==> src/rtl/scrub_pkg.sv <==
package scrub_pkg;
  // Source selected for the pointer register, highest priority first in decode.
  typedef enum logic [1:0] {
    LD_HOLD  = 2'd0,
    LD_MTEST = 2'd1,
    LD_SW    = 2'd2,
    LD_ISSUE = 2'd3
  } ld_sel_e;
endpackage

==> src/rtl/scrub_step.sv <==
module scrub_step #(
  parameter int ROW_W      = 16,
  parameter int COL_W      = 14,
  parameter int COL_STRIDE = 8
) (
  input  logic [ROW_W-1:0] cur_row,
  input  logic [COL_W-1:0] cur_col,
  output logic [ROW_W-1:0] nxt_row,
  output logic [COL_W-1:0] nxt_col,
  output logic             col_wrap,
  output logic             row_wrap
);
  localparam logic [COL_W:0] STRIDE_EXT = (COL_W+1)'(COL_STRIDE);

  logic [COL_W:0] col_sum;
  logic [ROW_W:0] row_sum;

  always_comb begin
    col_sum  = {1'b0, cur_col} + STRIDE_EXT;
    col_wrap = col_sum[COL_W];
    nxt_col  = col_sum[COL_W-1:0];
    row_sum  = {1'b0, cur_row} + (ROW_W+1)'(col_wrap);
    row_wrap = row_sum[ROW_W];
    nxt_row  = row_sum[ROW_W-1:0];
  end
endmodule

==> src/rtl/scrub_ptr_reg.sv <==
module scrub_ptr_reg
  import scrub_pkg::*;
#(
  parameter int ROW_W = 16,
  parameter int COL_W = 14
) (
  input  logic             clk,
  input  logic             rst_n,
  input  ld_sel_e          sel,
  input  logic [ROW_W-1:0] mt_row,
  input  logic [COL_W-1:0] mt_col,
  input  logic [ROW_W-1:0] sw_row,
  input  logic [COL_W-1:0] sw_col,
  input  logic [ROW_W-1:0] is_row,
  input  logic [COL_W-1:0] is_col,
  output logic [ROW_W-1:0] held_row,
  output logic [COL_W-1:0] held_col
);
  always_ff @(posedge clk) begin
    if (!rst_n) begin
      held_row <= '0;
      held_col <= '0;
    end else begin
      unique case (sel)
        LD_MTEST: begin held_row <= mt_row; held_col <= mt_col; end
        LD_SW:    begin held_row <= sw_row; held_col <= sw_col; end
        LD_ISSUE: begin held_row <= is_row; held_col <= is_col; end
        default:  ;
      endcase
    end
  end
endmodule

==> src/rtl/scrub_ctrl.sv <==
module scrub_ctrl
  import scrub_pkg::*;
(
  input  logic    clk,
  input  logic    rst_n,
  input  logic    scrub_en,
  input  logic    start_pulse,
  input  logic    issue_ready,
  input  logic    reg_wr,
  input  logic    mt_err,
  input  logic    row_wrap,
  output logic    issue_valid,
  output logic    use_held,
  output ld_sel_e ld_sel,
  output logic    pass_done,
  output logic    wr_dropped
);
  logic active;
  logic first;
  logic xfer;
  logic sw_ok;
  logic sw_bad;

  always_comb begin
    issue_valid = active & scrub_en;
    xfer        = issue_valid & issue_ready;
    sw_ok       = reg_wr & ~scrub_en;
    sw_bad      = reg_wr & scrub_en;
    use_held    = first;
    if (mt_err)     ld_sel = LD_MTEST;
    else if (sw_ok) ld_sel = LD_SW;
    else if (xfer)  ld_sel = LD_ISSUE;
    else            ld_sel = LD_HOLD;
  end

  always_ff @(posedge clk) begin
    if (!rst_n) begin
      active     <= 1'b0;
      first      <= 1'b1;
      pass_done  <= 1'b0;
      wr_dropped <= 1'b0;
    end else begin
      if (!scrub_en)        active <= 1'b0;
      else if (start_pulse) active <= 1'b1;

      if (start_pulse && scrub_en) first <= 1'b1;
      else if (sw_ok)              first <= 1'b1;
      else if (xfer)               first <= 1'b0;

      pass_done <= xfer & ~first & row_wrap;

      if (sw_bad)     wr_dropped <= 1'b1;
      else if (sw_ok) wr_dropped <= 1'b0;
    end
  end
endmodule

==> src/rtl/scrub_addr_tracker.sv <==
module scrub_addr_tracker
  import scrub_pkg::*;
#(
  parameter int ROW_W      = 16,
  parameter int COL_W      = 14,
  parameter int COL_STRIDE = 8,
  localparam int ADDR_W    = ROW_W + COL_W
) (
  input  logic              clk,
  input  logic              rst_n,
  input  logic              scrub_en,
  input  logic              start_pulse,
  output logic              issue_valid,
  input  logic              issue_ready,
  output logic [ROW_W-1:0]  issue_row,
  output logic [COL_W-1:0]  issue_col,
  output logic              pass_done,
  input  logic              mt_err,
  input  logic [ROW_W-1:0]  mt_row,
  input  logic [COL_W-1:0]  mt_col,
  input  logic              reg_wr,
  input  logic [ADDR_W-1:0] reg_wdata,
  output logic [ADDR_W-1:0] reg_rdata,
  output logic              wr_dropped
);
  logic [ROW_W-1:0] held_row, nxt_row;
  logic [COL_W-1:0] held_col, nxt_col;
  logic             col_wrap, row_wrap, use_held;
  ld_sel_e          ld_sel;

  scrub_step #(.ROW_W(ROW_W), .COL_W(COL_W), .COL_STRIDE(COL_STRIDE)) u_step (
    .cur_row (held_row), .cur_col (held_col),
    .nxt_row (nxt_row),  .nxt_col (nxt_col),
    .col_wrap(col_wrap), .row_wrap(row_wrap)
  );

  scrub_ctrl u_ctrl (
    .clk(clk), .rst_n(rst_n), .scrub_en(scrub_en), .start_pulse(start_pulse),
    .issue_ready(issue_ready), .reg_wr(reg_wr), .mt_err(mt_err),
    .row_wrap(row_wrap), .issue_valid(issue_valid), .use_held(use_held),
    .ld_sel(ld_sel), .pass_done(pass_done), .wr_dropped(wr_dropped)
  );

  always_comb begin
    issue_row = use_held ? held_row : nxt_row;
    issue_col = use_held ? held_col : nxt_col;
    reg_rdata = {held_row, held_col};
  end

  scrub_ptr_reg #(.ROW_W(ROW_W), .COL_W(COL_W)) u_ptr (
    .clk(clk), .rst_n(rst_n), .sel(ld_sel),
    .mt_row(mt_row), .mt_col(mt_col),
    .sw_row(reg_wdata[ADDR_W-1:COL_W]), .sw_col(reg_wdata[COL_W-1:0]),
    .is_row(issue_row), .is_col(issue_col),
    .held_row(held_row), .held_col(held_col)
  );
endmodule

==> config.mk <==
export PLATFORM = sky130hd
export DESIGN_NAME = scrub_addr_tracker
export DESIGN_NICKNAME = d
export VERILOG_FILES = /design/src/rtl/scrub_pkg.sv /design/src/rtl/scrub_step.sv /design/src/rtl/scrub_ptr_reg.sv /design/src/rtl/scrub_ctrl.sv /design/src/rtl/scrub_addr_tracker.sv
export SDC_FILE = /design/constraint.sdc
export NUM_CORES = 1
export LEC_CHECK = 0
export BUFFER_PORTS_ARGS = -buffer_cell sky130_fd_sc_hd__buf_4
export CELL_PAD_IN_SITES_DETAIL_PLACEMENT = 1
export CELL_PAD_IN_SITES_GLOBAL_PLACEMENT = 1
export CORE_MARGIN = 1.5
export CORE_UTILIZATION = 32
export DETAILED_ROUTE_END_ITERATION = 10
export PLACE_DENSITY = 0.88
export SLEW_MARGIN = 20
export SYNTH_ARGS = -nofsm -noshare
export SYNTH_HDL_FRONTEND = slang
export SYNTH_SLANG_ARGS = --single-unit
==> constraint.sdc <==
create_clock -name clk -period 3.5 [get_ports clk]
set_clock_uncertainty 0.05 [all_clocks]
set_input_delay 0.7 -clock clk [delete_from_list [all_inputs] [get_ports clk]]
set_output_delay 0.7 -clock clk [all_outputs]
set_load 0.03 [all_outputs]
=== After elaboration in Yosys (flattened, before gate mapping) ===
Cells that the tools add are included.

* Flip-flop bits (word level): 34
* Bits in latches: 0
* Bits in writable memories: 0
* ROM bits: 0
* Bits of input ports: 67
* Output and inout port bits: 63
* Word-level logic and storage cells: 34
* Memories: 0

* Add/subtract/negate cells: 2
* Multipliers: 0
* Divide/modulo/power cells: 0
* Order comparisons: 0
* Equality and inequality tests: 3
* Shifts and indexed selects: 0
* Multiplexer cells: 9
* Bitwise logic cells: 9
* Reduce and logical (&&, ||, !) cells: 5

{| class="wikitable"
|+ Operator list
! kind !! number
|-
| $pmux 16 s3 || 1
|-
| $pmux 14 s3 || 1
|-
| $add 16x1->17 || 1
|-
| $mux 16 || 1
|-
| $add 14x4->15 const B || 1
|-
| $mux 14 || 1
|-
| $and 1x1->1 || 6
|-
| $mux 2 || 3
|-
| $eq 2x2->1 const B || 2
|-
| $not 1->1 || 3
|-
| $reduce_bool 3->1 || 1
|-
| $reduce_or 3->1 || 1
|-
| $eq 2x1->1 const B || 1
|-
| $mux 1 || 2
|-
| $reduce_and 2->1 || 1
|-
| $reduce_bool 2->1 || 1
|-
| $logic_and 1x1->1 || 1
|}

=== Depth between registers and ports, before layout ===
Gate-level depths: netlist (run 1).

* Depth after elaboration: 7
* Depth in mapped cells: 11
* Mapped depth without buffers: 9

=== By module ===
From an unflattened synthesis (run 1), not the netlist that was laid out.

* Cells, all modules: 257
* Area, all modules: 2,735.1 µm²

{| class="wikitable"
|+ By module, submodules not included
! module !! times used !! cells an instance !! area an instance (µm²) !! sequential area each (µm²)
|-
| scrub_ptr_reg || 1 || 135 || 1,520.2 || 600.6
|-
| scrub_step || 1 || 71 || 546.8 || 0.0
|-
| scrub_addr_tracker || 1 || 33 || 484.2 || 0.0
|-
| scrub_ctrl || 1 || 18 || 183.9 || 80.1
|}

=== Least setup slack after synthesis (run 1) ===
No wires, ideal clock.

* Path type: register to output
* From: register u_ptr.held_col[6]
* To: output issue_row[14]
* Arrival time: 2.928 ns
* Data required time: 2.750 ns
* Slack: -0.178 ns
* Cell stages (with the launch flop): 9
* Buffers on the path: 1
* Path through: dfxtp_1 clkbuf_1 nand4_1 nor4_1 ha_1 ha_1 nand4b_4 or4_4 xnor2_1

* Cells in the longest elaborated chain, start to end: 3

{| class="wikitable"
|+ RTL lines
! what !! line !! RTL
|-
| from (decl) || scrub_ptr_reg.sv:17 || <nowiki>output logic [COL_W-1:0] held_col</nowiki>
|-
| from (signal assigned) || scrub_ptr_reg.sv:25 || <nowiki>LD_MTEST: begin held_row <= mt_row; held_col <= mt_col; end</nowiki>
|-
| from (signal assigned) || scrub_ptr_reg.sv:26 || <nowiki>LD_SW: begin held_row <= sw_row; held_col <= sw_col; end</nowiki>
|-
| from (signal assigned) || scrub_ptr_reg.sv:27 || <nowiki>LD_ISSUE: begin held_row <= is_row; held_col <= is_col; end</nowiki>
|-
| $add 14x4->15 || scrub_step.sv:19 || <nowiki>col_sum = {1'b0, cur_col} + STRIDE_EXT;</nowiki>
|-
| $add 16x1->17 || scrub_step.sv:22 || <nowiki>row_sum = {1'b0, cur_row} + (ROW_W+1)'(col_wrap);</nowiki>
|-
| $mux 16 || scrub_addr_tracker.sv:45 || <nowiki>issue_row = use_held ? held_row : nxt_row;</nowiki>
|-
| to (decl) || scrub_addr_tracker.sv:15 || <nowiki>output logic [ROW_W-1:0] issue_row,</nowiki>
|}

Every way passes these cells.

=== Worst setup path in the final report (run 1) ===
* From: register u_ptr.held_col[13]
* To: output issue_row[12]

Same word-level chain as after synthesis.

==> run summary, run 1 <==
outcome - complete, no violations
Syn Inst Count - 333
Clock power frac - 29.4%
I/O pins - 130
Die X - 92.6 µm
P_sw - 0.464 mW
Placed Cells - 550
Port Buf Inserts - 129
Min-Delay Path Class - reg -> reg
min cycle time layout - 3.29 ns
ANT cells - 0
Achievable Freq - 304 MHz
post-route ant nets - 0
syn_area_per_cell - 7.72 µm²
sequential fraction of the synthesis area - 26.5%
drt first pass iters - 4
Final Non-Filler Cells - 559
vias - 3,072
Tightest Pin Transition - 0.632 ns
Slew Viols, Final - 0
gr usage total - 24.0%
most frequent cells in the layout - buf_4 (148), a21oi_1 (29), dfxtp_1 (29)
final wirelength - 10.1 mm
crit path max fanout - 6
Starting DRT DRC Count - 102
fraction of layout cells with a size suffix above 1 - 38.3%
first-pass GRT wire length - 16.4 mm
wire per inst - 18.1 µm
Sink Count - 34
clock tree buffer depth - 2
Core Util, Final - 49.1%
peak supply drop - 0.155 mV
worst skew pair latency - 0.29 ns
grt total ovfl - 0
Setup TNS - 0 ns
RSZ-0062 raised after global routing - false
Core Region - 7770 µm²
Via density - 5.50
Final nets - 530
Starting Density - 33.1%
Setup Crit Path Kind - reg -> out
Syn Std Cell Area - 2570 µm²
Post-DP HPWL - 7.50 mm
Worst setup SP type - flop
Max-slew headroom - 57.5%
Power Density - 343 nW/µm²
number of synthesized register bits - 34
Crit path required time - 2.75 ns
CP endpoint kind - output port
vias in the first global route - 3,176
Distinct cells, synth - 53
# rows - 32
Die Ht - 92.6 µm
root buffer selected by CTS - clkbuf_8
Seq pwr share - 35.5%
most common cell after layout, fill and taps aside - buf_4
final instance area - 3820 µm²
P_leak - 1.73 nW
CTS clk-pin slew, worst paths - 0.08 ns
gpl congestion - 0.860
cts hold-fix bufs - 0
Sw Ratio - 35.4%
Post-synth EDFFs - 0
Area growth syn-to-layout - 48.5%
Syn Nets - 406
largest net degree at the start of global routing - 33
Comb power frac - 35.1%
Final period util - 94.0%
Internal Power - 0.845 mW
Power, Total - 1.31 mW
max-cap violations - 0
# DRC - 0
Die ar. - 8580 µm²
antenna violations before repair - 0
Placed Instance Area - 3670 µm²
Fin. Hold Viols - 0
Synth Flop Type - dfxtp_1
H-tree depth - 2
Num CTS Buffers - 5
Syn. warnings - 0
Data arrival, critical path - 2.54 ns
Final setup viols - 0
Post-synth ARST share - 0%
CTS tree - done
-- synth_stat cells, types with 6 or more instances --
library cell  instances  area share, %
nor3b_1              12            3.5
nor4_1                8            1.9
dfxtp_1              34             26
ha_1                  6            2.9
a221oi_1             10            3.4
nor2_1                9            1.3
buf_4                 6            1.8
o21ai_0              22            4.3
xor2_1                6            2.0
nand2_1              25            3.7
clkbuf_1             21            3.1
nor3_1               15            2.9
inv_1                10            1.5
xnor2_1              17            5.8
a21oi_1              29            5.6
nand3_1              15            2.9
-- final timing paths --
| check | slack (ns) | start | cells after the start | endpoint |
|---|---|---|---|---|
| worst max-delay path | 0.21 | u_ptr.held_col[13]$_SDFFE_PN0P_ | 8 | issue_row[12] |
| worst min-delay path | 0.46 | u_ctrl.active$_SDFFE_PN0P_ | 1 | u_ctrl.active$_SDFFE_PN0P_ |
| worst max register to register | 0.91 | u_ptr.held_col[13]$_SDFFE_PN0P_ | 8 | u_ptr.held_row[14]$_SDFFE_PN0P_ |
| worst min register to register | 0.46 | u_ctrl.active$_SDFFE_PN0P_ | 1 | u_ctrl.active$_SDFFE_PN0P_ |
-- state kept, by name (all words and copies together) (netlist names) --
| register | flops |
|---|---|
| u_ctrl.wr_dropped | 1 |
| u_ctrl.active | 1 |
| u_ptr.held_col | 14 |
| u_ptr.held_row | 16 |
| u_ctrl.pass_done | 1 |
| u_ctrl.use_held | 1 |
-- power groups by stage --
stage	combinational (mW)	sequential, mW	clock (mW)
2_1_floorplan	0.213	0.515	0
3_3_place_gp	0.448	0.467	0
3_5_place_dp	0.459	0.472	0
4_1_cts	0.462	0.463	0.389
5_1_grt	0.491	0.470	0.405
6_report	0.460	0.464	0.385
-- stage by stage --
| step | setup slack [ns] | hold slack (ns) |
|---|---|---|
| CTS | 0.0573 | 0.465 |
| finish | 0.208 | 0.461 |
| floorplan | -0.00354 | 0.414 |
| global route | 0.0216 | 0.483 |
| global placement | 0.322 | 0.426 |
| detailed placement | 0.190 | 0.447 |
-- logic make-up after synthesis --
kind of cell    synth area share [%]
simple gates                    27.8
fa+ha+maj                       2.92
buf+inv                         6.96
mux                             1.70
flops                           26.5
compound gates                  26.3
xor+xnor                        7.84
-- critical path, cell delays in order, from the launching register on --
cell and delay (ns):
dfxtp_2 0.39, nand4_1 0.13, nor4_2 0.28, ha_2 0.25, ha_2 0.23, nand4b_4 0.13
nor4_2 0.45, xor2_1 0.21, buf_4 0.18
-- routing by layer --
layer | global-route usage, % | wire [µm]
met5 | 0 | 0
met4 | 6.94 | 166
met3 | 5.34 | 644
met2 | 41.4 | 5000
met1 | 29.8 | 4280
-- cell type report --
cell class / count / area [µm²]
repair buffers: 148 / 1110
well taps: 102 / 128
flip-flops and latches: 34 / 689
inverters: 10 / 37.5
multi-input cells: 258 / 1740
fillers: 968 / 3950
clock inverters: 1 / 30.0
clock buffers: 6 / 82.6
-- what timing repair did --
| item | 4_1_cts | 5_1_grt |
|---|---|---|
| endpoints found under the hold margin | 0 | 0 |
| gates cloned | 0 | 0 |
| buffers inserted | 1 | 1 |
| pin swaps | 1 | 3 |
| gates resized for setup | 3 | 6 |
| endpoints found under the setup margin | 2 | 2 |
Power figures use the tool's default switching activity.
==> run 2: changes to the inputs <==
CORE_UTILIZATION = 35   (was 32)
SKIP_CTS_REPAIR_TIMING = 1   (was unset)
SYNTH_HIERARCHICAL = 1   (was unset)
==> run 2 against run 1 <==
Design area grew 2.1%. Via count down 17%. Synthesized cell count down 23%. Maximum frequency fell by 3.1%. Register-to-register slack got worse by 0.02 ns. Flip-flop and latch count is the same. Non-clock buffer count fell by 8. Sequential power about the same. Wire length is 14% lower. Hold slack better by 0.033 ns. Largest cell class unchanged.
==> run summary, run 2 <==
most frequent cells in the layout - buf_4 (139), mux2i_1 (61), mux2_4 (30), o22ai_1 (30), dfxtp_1 (29)
Die ar. - 8350 µm² (-2.6%)
vias - 2,539 (-17%)
Die X - 91.4 µm (-1.3%)
Post-synth EDFFs - 0 (unchanged)
Syn Inst Count - 257 (-23%)
biggest regs - u_ptr/held_row x16, u_ptr/held_col x14
Sink Count - 34 (unchanged)
CTS tree - done
Top reg by flops - u_ptr/held_row
Clock power frac - 23.0% (-6.4 points)
gpl congestion - 0.740 (-14%)
FILL cells - 890 (-8.1%)
final setup margin - 0.102 ns (-0.106 ns)
post-synth top area share - 24.9% (-1.6 points)
Data arrival, critical path - 2.65 ns (+0.11 ns)
Core Region - 7650 µm² (-1.5%)
final wirelength - 8.64 mm (-14%)
Synth Flop Type - dfxtp_1
H-tree depth - 2 (unchanged)
I/O pins - 130 (unchanged)
post-route ant nets - 0 (unchanged)
Starting DRT DRC Count - 51 (-50%)
drt first pass iters - 4 (unchanged)
CP bufs+invs - 1 (unchanged)
peak supply drop - 0.155 mV (-0.39%)
Final period util - 97.1% (+3.0 points)
worst skew pair latency - 0.28 ns (about the same)
Starting Density - 35.8% (+2.7 points)
Critical Path Slowest Stage Cell - dfxtp_4
outcome - complete, no violations
Crit path required time - 2.75 ns (about the same)
grt total ovfl - 0 (unchanged)
top cells by count, synth - mux2i_1 (61), dfxtp_1 (34), mux2_4 (30), o22ai_1 (30), xnor2_1 (12)
Area contributors post-synth - dfxtp_1 (25%), mux2i_1 (22%), mux2_4 (16%)
Port Buf Inserts - 129 (unchanged)
root buffer selected by CTS - clkbuf_8
Syn Nets - 327 (-19%)
Final nets - 455 (-14%)
CP endpoint kind - output port
sequential fraction of the synthesis area - 24.9% (-1.6 points)
number of synthesized register bits - 34 (unchanged)
Worst setup SP type - flop
Achievable Freq - 294 MHz (-3.1%)
wire per inst - 17.7 µm (-1.7%)
Power Density - 304 nW/µm² (-11%)
most common cell in the netlist - mux2i_1
max incr delay on CP - 0.38 ns (-0.07 ns)
Worst path top cell family by delay - simple AND/OR/NAND/NOR gates
Final setup viols - 0 (unchanged)
Setup Crit Path Kind - reg -> out
Max-slew headroom - 58.5% (+1.0 points)
largest net degree at the start of global routing - 35 (+6.1%)
crit path max fanout - 6 (unchanged)
Distinct cells, synth - 33 (-38%)
P_sw - 0.419 mW (-9.6%)
ANT cells - 0 (unchanged)
Num CTS Buffers - 5 (unchanged)
# rows - 32 (unchanged)
Syn. warnings - 6 (+6)
Seq pwr share - 38.9% (+3.4 points)
syn_area_per_cell - 10.6 µm² (+38%)
CP cell instances - and4_4 -> and4_4 -> and3_1 -> ha_4 -> ha_4 -> nand4_4 -> nor4_4 -> xor2_1 -> mux2_4 -> buf_4
Syn Std Cell Area - 2740 µm² (+6.4%)
Setup TNS - 0 ns (unchanged)
most common cell after layout, fill and taps aside - buf_4
CTS clk-pin slew, worst paths - 0.07 ns (about the same)
antenna violations before repair - 0 (unchanged)
min cycle time layout - 3.40 ns (+0.106 ns)
max reg flops - 16 (unchanged)
Via density - 5.21 (-5.1%)
first-pass GRT wire length - 14.0 mm (-15%)
Min-Delay Path Class - reg -> reg
Post-DP HPWL - 6.69 mm (-11%)
fraction of layout cells with a size suffix above 1 - 51.4% (+13 points)
Internal Power - 0.767 mW (-9.2%)
# DRC - 0 (unchanged)
Area growth syn-to-layout - 42.5%
Comb power frac - 38.1% (+3.0 points)
vias in the first global route - 2,829 (-11%)
Sw Ratio - 35.3% (-0.11 points)
gr usage total - 20.9% (-3.1 points)
Fin. Hold Viols - 0 (unchanged)
Die Ht - 91.4 µm (-1.3%)
post-synth top area cell - dfxtp_1
Post-synth ARST share - 0% (unchanged)
max-cap violations - 0 (unchanged)
DP Worst Slack - 0.0613 ns (-0.129 ns)
P_leak - 1.83 nW (+5.5%)
Slew Viols, Final - 0 (unchanged)
clock tree buffer depth - 2 (unchanged)
Tightest Pin Transition - 0.622 ns (-0.00939 ns)
[run 2: cell types whose count changed after synthesis, moves of 8 or more]
cell,change
a21oi_1,-28
o22ai_1,+25
mux2_4,+30
o21ai_0,-22
mux2i_1,+60
nand2_1,-17
nor3_1,-10
nor4_1,-8
nor3b_1,-12
a221oi_1,-10
clkbuf_1,-15
[run 2: power by group through the flow]
| stage | clock network, mW | registers [mW] | logic [mW] |
|---|---|---|---|
| 2_1_floorplan | 0 | 0.515 | 0.225 |
| 3_3_place_gp | 0 | 0.465 | 0.441 |
| 5_1_grt | 0.300 | 0.467 | 0.480 |
| 4_1_cts | 0.284 | 0.460 | 0.454 |
| 3_5_place_dp | 0 | 0.468 | 0.453 |
| 6_report | 0.273 | 0.462 | 0.452 |
[run 2: cell type report]
cell class / count / area (µm²) / share of cell area [%]
repair buffers: 140 / 1060 / 27.3
flip-flops and latches: 34 / 689 / 17.7
inverters: 5 / 18.8 / 0.482
clock buffers: 7 / 76.3 / 1.96
multi-input cells: 199 / 1920 / 49.3
well taps: 102 / 128 / 3.27
[run 2: routing by layer]
| layer | global-route usage (%) | share of wire [%] | vias up |
|---|---|---|---|
| li1 | - | - | 1213 |
| met1 | 23.8 | 41 | 1216 |
| met2 | 38.7 | 52 | 104 |
| met3 | 4.02 | 5.5 | 6 |
| met4 | 6.38 | 1.2 | 0 |
| met5 | 0 | 0 | - |
[run 2: final timing paths]
kind	from	to	slack [ns]	cells past startpoint
setup / recovery	u_ptr/held_col[7]$_SDFFE_PN0P_	issue_row[14]	0.10	10
hold / removal	u_ctrl/wr_dropped$_SDFFE_PN0P_	u_ctrl/wr_dropped$_SDFFE_PN0P_	0.49	2
setup reg to reg	u_ptr/held_col[7]$_SDFFE_PN0P_	u_ptr/held_row[14]$_SDFFE_PN0P_	0.89	11
hold reg to reg	u_ctrl/wr_dropped$_SDFFE_PN0P_	u_ctrl/wr_dropped$_SDFFE_PN0P_	0.49	2
[run 2: through the flow]
step / utilization, % / total power [mW] / cells / hold WS (ns) / instance area, µm²
after global routing: 51.0 / 1.25 / 487 / 0.520 / 3900
after floorplan: - / 0.740 / 257 / 0.424 / 2740
after CTS: 50.2 / 1.20 / 487 / 0.502 / 3840
after detailed placement: 49.2 / 0.921 / 480 / 0.488 / 3760
final: 51.0 / 1.19 / 487 / 0.494 / 3900
after global placement: 49.2 / 0.906 / 480 / 0.459 / 3760
[run 2: worst register-to-register path, cell delays in order (launching register included)]
cell	delay, ns
dfxtp_4	0.38
and4_4	0.24
and4_4	0.23
and3_1	0.21
ha_4	0.18
ha_4	0.16
nand4_4	0.19
nor4_4	0.23
xor2_1	0.10
mux2_4	0.28
mux2i_1	0.14
o22ai_1	0.10
[run 2: cells by family (layout without fill, tap and decap cells)]
kind of cell / after synthesis / in the layout / share of synthesized area, %
compound gates: 33 / 33 / 7.96
xor+xnor: 23 / 23 / 7.36
fa+ha+maj: 3 / 3 / 1.37
buf+inv: 24 / 152 / 7.18
flops: 34 / 34 / 24.9
mux: 91 / 91 / 38.8
simple gates: 49 / 49 / 12.4
